$ cat src/rtl/fstep_pkg.sv
package fstep_pkg;
  localparam int FSTEP_SLOTS = 4;
  localparam int FSTEP_SEL_W = 2;

  typedef enum logic [1:0] {
    DIR_HOLD = 2'd0,
    DIR_UP   = 2'd1,
    DIR_DOWN = 2'd2
  } fstep_dir_e;

  typedef enum logic {
    SRC_PINS = 1'b0,
    SRC_REG  = 1'b1
  } fstep_src_e;
endpackage

$ cat src/rtl/fstep_sel.sv
module fstep_sel
  import fstep_pkg::*;
#(
  parameter int SEL_W = FSTEP_SEL_W
) (
  input  logic             clk,
  input  logic             rst_n,
  input  logic             sel_src,
  input  logic [SEL_W-1:0] sel_hw,
  input  logic [SEL_W-1:0] sel_sw,
  output logic [SEL_W-1:0] sel_now,
  output logic             sel_chg
);
  logic [SEL_W-1:0] sel_prev;

  // source choice: pins or software field
  assign sel_now = (fstep_src_e'(sel_src) == SRC_REG) ? sel_sw : sel_hw;

  always_ff @(posedge clk) begin
    if (!rst_n) sel_prev <= '0;
    else        sel_prev <= sel_now;
  end

  // profile number differs from last cycle
  assign sel_chg = (sel_prev != sel_now);
endmodule

$ cat src/rtl/fstep_prof_bank.sv
module fstep_prof_bank #(
  parameter int              DW      = 24,
  parameter int              SLOTS   = 4,
  parameter int              SEL_W   = 2,
  parameter logic [DW-1:0]   RST_VAL = '0
) (
  input  logic             clk,
  input  logic             rst_n,
  input  logic             wr_en,
  input  logic [SEL_W-1:0] wr_slot,
  input  logic [DW-1:0]    wr_data,
  input  logic [SEL_W-1:0] rd_sel,
  output logic [DW-1:0]    rd_data
);
  logic [DW-1:0] slot_q [SLOTS];

  for (genvar g = 0; g < SLOTS; g++) begin : g_slot
    always_ff @(posedge clk) begin
      if (!rst_n)                                  slot_q[g] <= RST_VAL;
      else if (wr_en && (wr_slot == SEL_W'(g)))    slot_q[g] <= wr_data;
    end
  end

  assign rd_data = slot_q[rd_sel];
endmodule

$ cat src/rtl/fstep_ramp.sv
module fstep_ramp
  import fstep_pkg::*;
#(
  parameter int            DW      = 24,
  parameter int            STEP_W  = 16,
  parameter logic [DW-1:0] RST_VAL = '0
) (
  input  logic              clk,
  input  logic              rst_n,
  input  logic              tick,
  input  logic [STEP_W-1:0] step_size,
  input  logic [DW-1:0]     target,
  output logic [DW-1:0]     active,
  output logic              busy,
  output logic              step_fire,
  output logic              arrive,
  output fstep_dir_e        dir
);
  // zero step is promoted to one LSB
  function automatic logic [DW-1:0] eff_step(input logic [STEP_W-1:0] s);
    eff_step = (s == '0) ? DW'(1) : DW'(s);
  endfunction

  // one bounded move of cur toward tgt, clamped on arrival
  function automatic logic [DW-1:0] ramp_next(input logic [DW-1:0] cur,
                                              input logic [DW-1:0] tgt,
                                              input logic [DW-1:0] stp);
    logic [DW-1:0] gap;
    if (cur < tgt) begin
      gap       = tgt - cur;
      ramp_next = (gap > stp) ? cur + stp : tgt;
    end else if (cur > tgt) begin
      gap       = cur - tgt;
      ramp_next = (gap > stp) ? cur - stp : tgt;
    end else begin
      ramp_next = cur;
    end
  endfunction

  logic [DW-1:0] act_q;
  logic [DW-1:0] act_nxt;
  logic [DW-1:0] stp_w;

  assign stp_w   = eff_step(step_size);
  assign act_nxt = ramp_next(act_q, target, stp_w);

  always_comb begin
    if (act_q < target)      dir = DIR_UP;
    else if (act_q > target) dir = DIR_DOWN;
    else                     dir = DIR_HOLD;
  end

  assign busy      = (dir != DIR_HOLD);
  assign step_fire = tick && busy;
  assign arrive    = step_fire && (act_nxt == target);

  always_ff @(posedge clk) begin
    if (!rst_n)         act_q <= RST_VAL;
    else if (step_fire) act_q <= act_nxt;
  end

  assign active = act_q;
endmodule

$ cat src/rtl/freq_step_ctrl.sv
module freq_step_ctrl
  import fstep_pkg::*;
#(
  parameter int                         INT_W   = 8,
  parameter int                         FRAC_W  = 16,
  parameter int                         STEP_W  = 16,
  parameter logic [INT_W+FRAC_W-1:0]    DEF_DIV = 24'h40_0000
) (
  input  logic                          clk,
  input  logic                          rst_n,
  input  logic                          sel_src,
  input  logic [FSTEP_SEL_W-1:0]        sel_hw,
  input  logic [FSTEP_SEL_W-1:0]        sel_sw,
  input  logic                          wr_en,
  input  logic [FSTEP_SEL_W-1:0]        wr_slot,
  input  logic [INT_W+FRAC_W-1:0]       wr_data,
  input  logic [STEP_W-1:0]             step_size,
  input  logic                          tick,
  output logic [INT_W+FRAC_W-1:0]       div_out,
  output logic                          busy
);
  localparam int DW = INT_W + FRAC_W;

  logic [FSTEP_SEL_W-1:0] sel_w;
  logic                   sel_chg_w;
  logic [DW-1:0]          tgt_w;
  logic                   step_fire_w;
  logic                   arrive_w;
  fstep_dir_e             dir_w;

  fstep_sel #(.SEL_W(FSTEP_SEL_W)) u_sel (
    .clk     (clk),
    .rst_n   (rst_n),
    .sel_src (sel_src),
    .sel_hw  (sel_hw),
    .sel_sw  (sel_sw),
    .sel_now (sel_w),
    .sel_chg (sel_chg_w)
  );

  fstep_prof_bank #(
    .DW(DW), .SLOTS(FSTEP_SLOTS), .SEL_W(FSTEP_SEL_W), .RST_VAL(DEF_DIV)
  ) u_bank (
    .clk     (clk),
    .rst_n   (rst_n),
    .wr_en   (wr_en),
    .wr_slot (wr_slot),
    .wr_data (wr_data),
    .rd_sel  (sel_w),
    .rd_data (tgt_w)
  );

  fstep_ramp #(.DW(DW), .STEP_W(STEP_W), .RST_VAL(DEF_DIV)) u_ramp (
    .clk       (clk),
    .rst_n     (rst_n),
    .tick      (tick),
    .step_size (step_size),
    .target    (tgt_w),
    .active    (div_out),
    .busy      (busy),
    .step_fire (step_fire_w),
    .arrive    (arrive_w),
    .dir       (dir_w)
  );
endmodule

$ cat config.mk
export PLATFORM = sky130hd
export DESIGN_NAME = freq_step_ctrl
export DESIGN_NICKNAME = d
export VERILOG_FILES = /design/src/rtl/fstep_pkg.sv /design/src/rtl/fstep_sel.sv /design/src/rtl/fstep_prof_bank.sv /design/src/rtl/fstep_ramp.sv /design/src/rtl/freq_step_ctrl.sv
export SDC_FILE = /design/constraint.sdc
export NUM_CORES = 1
export LEC_CHECK = 0
export ABC_CLOCK_PERIOD_IN_PS = 7100
export CAP_MARGIN = 40
export CORE_UTILIZATION = 49
export DETAILED_ROUTE_END_ITERATION = 16
export GPL_TIMING_DRIVEN = 0
export PLACE_DENSITY = 0.68
export SLEW_MARGIN = 20
export SYNTH_ARGS = -nofsm -noshare
export SYNTH_HDL_FRONTEND = slang
export SYNTH_HIERARCHICAL = 1
export SYNTH_SLANG_ARGS = --single-unit
export TNS_END_PERCENT = 10
$ cat constraint.sdc
create_clock -name clk -period 7.1 [get_ports clk]
set_input_delay 0.71 -clock clk [delete_from_list [all_inputs] [get_ports clk]]
set_output_delay 0.71 -clock clk [all_outputs]
set_load 0.02 [all_outputs]
==> flow_metrics.env <==
export IMPL_clock_latency_reported_for_the_late_side_of_the_worst_skew_pair_ns=0.41
export IMPL_numClockSinks=120
export IMPL_synth_warnings=6
export IMPL_port_buffers=75
export IMPL_die_area_sq_um=24200
export IMPL_antenna_violating_nets_post_route=0
export IMPL_worst_pin_slew_ns=0.789
export IMPL_period_utilization_pct=96.3
export IMPL_antenna_cells=0
export IMPL_flow_area_growth_from_synthesis_pct=17.7
export IMPL_first_iter_violations=809
export IMPL_finalSetupTns_ns=0
export IMPL_timing_critical_path_max_delay_family="compound AO/OA/AOI/OAI gates"
export IMPL_core_sq_um=22900
export IMPL_endpoint_of_the_most_critical_register_to_register_path="u_ramp/active[8]$_SDFFE_PN0P_"
export IMPL_finClkSkew_ns=0.00957
export IMPL_rsz0062_at_grt="false"
export IMPL_post_dp_hpwl_mm=29.8
export IMPL_cts_hold_buffers=0
export IMPL_first_pass_iters=7
export IMPL_critical_path_n_buffers_inverters=8
export IMPL_worst_hold_path_type="reg2reg"
export IMPL_ir_worst_vdd_mv=0.264
export IMPL_finalNetCount=1596
export IMPL_maxSlewHeadroom_pct=47.4
export IMPL_grt_start_max_net_pins=21
export IMPL_total_leakage_power_nw=5.47
export IMPL_layout_common_cells="sky130_fd_sc_hd__a21oi_1, sky130_fd_sc_hd__ha_1, sky130_fd_sc_hd__and2_1"
export IMPL_reg2reg_slack_ns=1.15
export IMPL_category_of_the_worst_setup_path_launch_point="input port"
export IMPL_wire_length_of_the_first_global_routing_pass_mm=57.6
export IMPL_syn_area_sq_um=11600
export IMPL_timing_hold_violations_final=0
export IMPL_die_w_microns=156
export IMPL_synthCells=1324
export IMPL_setup_worst_path_class="in2reg"
export IMPL_endpoint_kind="register"
export IMPL_critical_path_slowest_cell="sky130_fd_sc_hd__or4b_4"
export IMPL_layout_filler_cells=2118
export IMPL_path_clk_slew_ns=0.05
export IMPL_via_count=10600
export IMPL_synth_net_count=1489
export IMPL_groute_usage_overall_pct=31.4
export IMPL_floorplan_initialDensity_pct=50.5
export IMPL_routed_wirelength_mm=37.1
export IMPL_crit_required_ns=7.40
export IMPL_gp_weighted_congestion=1.05
export IMPL_power_density_nw_per_um2=327
export IMPL_max_freq_ghz=0.146
export IMPL_critical_path_max_stage_delay_ns=0.59
export IMPL_final_max_slew_viol_count=0
export IMPL_design_portCount=76
export IMPL_rows=55
export IMPL_timing_critical_path_to="u_ramp/active[8]$_SDFFE_PN0P_"
export IMPL_status="finished clean"
export IMPL_hold_slack_ns=0.575
export IMPL_period_minus_slack_ns=6.84
export IMPL_die_height_microns=156
export IMPL_crit_fanout=10
export IMPL_cts_htree_levels=4
export IMPL_setup_slack_ns=0.262
export IMPL_tritoncts="built"
export IMPL_cts_path_max_buffers=2
export IMPL_path_depth=31
export IMPL_final_layout_size_suffix_gt1_share_pct=9.49
export IMPL_numCtsBuffers=17
export IMPL_first_global_vias=10300
export IMPL_arrival_ns=7.13
export IMPL_ctsRootBufferMaster="sky130_fd_sc_hd__clkbuf_16"
export IMPL_route_detailed_vias_per_inst=6.05
export IMPL_grt_overflow_total=0
export IMPL_dp_slack_ns=-1.10
export IMPL_r2r_start="u_bank/slot_q[1][0]$_SDFFCE_PN0P_"
export IMPL_worst_setup_path_start="sel_src"
export IMPL_layout_commonest_cell="sky130_fd_sc_hd__a21oi_1"
export IMPL_setup_viol=0
export IMPL_cap_violations=0
export IMPL_worst_r2r_path_depth=26
export IMPL_syn_mean_instance_area_sq_um=8.73
export IMPL_post_route_drc_count=0
export IMPL_wl_per_cell_microns=21.1
export IMPL_initial_antenna_violation_count=0
repair_timing:
| action | in CTS | in global routing |
|---|---|---|
| setup endpoints to repair | 24 | 24 |
| cloned | 0 | 0 |
| gates resized for setup | 6 | 21 |
| pin swaps | 1 | 6 |
| setup buffers | 1 | 8 |
report_power, final:
part           total (W)  internal [W]  switching, W  leakage, nW
clock           0.000864      0.000553      0.000312        0.291
sequential      0.000926      0.000835     0.0000905         1.14
combinational    0.00266       0.00105       0.00161         4.03
state kept, by name, summed over array words and instances (netlist names):
| register | cells |
|---|---|
| u_bank/slot_q | 96 |
| u_ramp/active | 24 |
worst min-delay path: cells and delay by family, from the launching register on:
family	cells	cell delay, ns
AOI/OAI and AO/OA	1	0.08
DFF	1	0.36
and+or+nand+nor	1	0.08
how the worst min path moves through the flow:
| stage | start | endpoint | slack [ns] | cells after the start |
|---|---|---|---|---|
| 3_5_place_dp | u_ramp/active[23]$_SDFFE_PN0P_ | u_ramp/active[23]$_SDFFE_PN0P_ | 0.57 | 2 |
| 2_1_floorplan | u_ramp/active[23]$_SDFFE_PN0P_ | u_ramp/active[23]$_SDFFE_PN0P_ | 0.58 | 2 |
| 5_1_grt | u_ramp/active[0]$_SDFFE_PN0P_ | u_ramp/active[0]$_SDFFE_PN0P_ | 0.59 | 2 |
| 6_report | u_ramp/active[23]$_SDFFE_PN0P_ | u_ramp/active[23]$_SDFFE_PN0P_ | 0.57 | 2 |
| 4_1_cts | u_ramp/active[23]$_SDFFE_PN0P_ | u_ramp/active[23]$_SDFFE_PN0P_ | 0.57 | 2 |
| 3_3_place_gp | u_ramp/active[23]$_SDFFE_PN0P_ | u_ramp/active[23]$_SDFFE_PN0P_ | 0.52 | 2 |
final cells by class:
cell class | instances | area [sq um] | area share [%]
Multi-Input combinational cell | 1010 | 7460 | 54.8
Sequential cell | 120 | 3360 | 24.7
Timing Repair Buffer | 90 | 937 | 6.88
Buffer | 99 | 507 | 3.72
Clock buffer | 17 | 425 | 3.12
Tap cell | 313 | 392 | 2.88
Inverter | 93 | 349 | 2.56
Clock inverter | 15 | 176 | 1.30
metrics by stage:
stage	area, sq um	total power [W]	util (%)	std cells
after floorplan	11600	0.00270	-	1324
after global placement	12700	0.00339	55.4	1712
after detailed placement	12900	0.00343	56.2	1718
after CTS	13500	0.00433	58.9	1750
after global routing	13600	0.00474	59.4	1757
final	13600	0.00445	59.4	1757
per-layer routing:
layer	vias to the layer above	global-route usage (%)	share of wire, %
li1	5030	-	-
met1	5037	39.6	41
met2	466	53.4	48
met3	102	3.83	6.8
met4	0	15.0	4.4
met5	-	0	0
(Power assumes the default switching activity.)
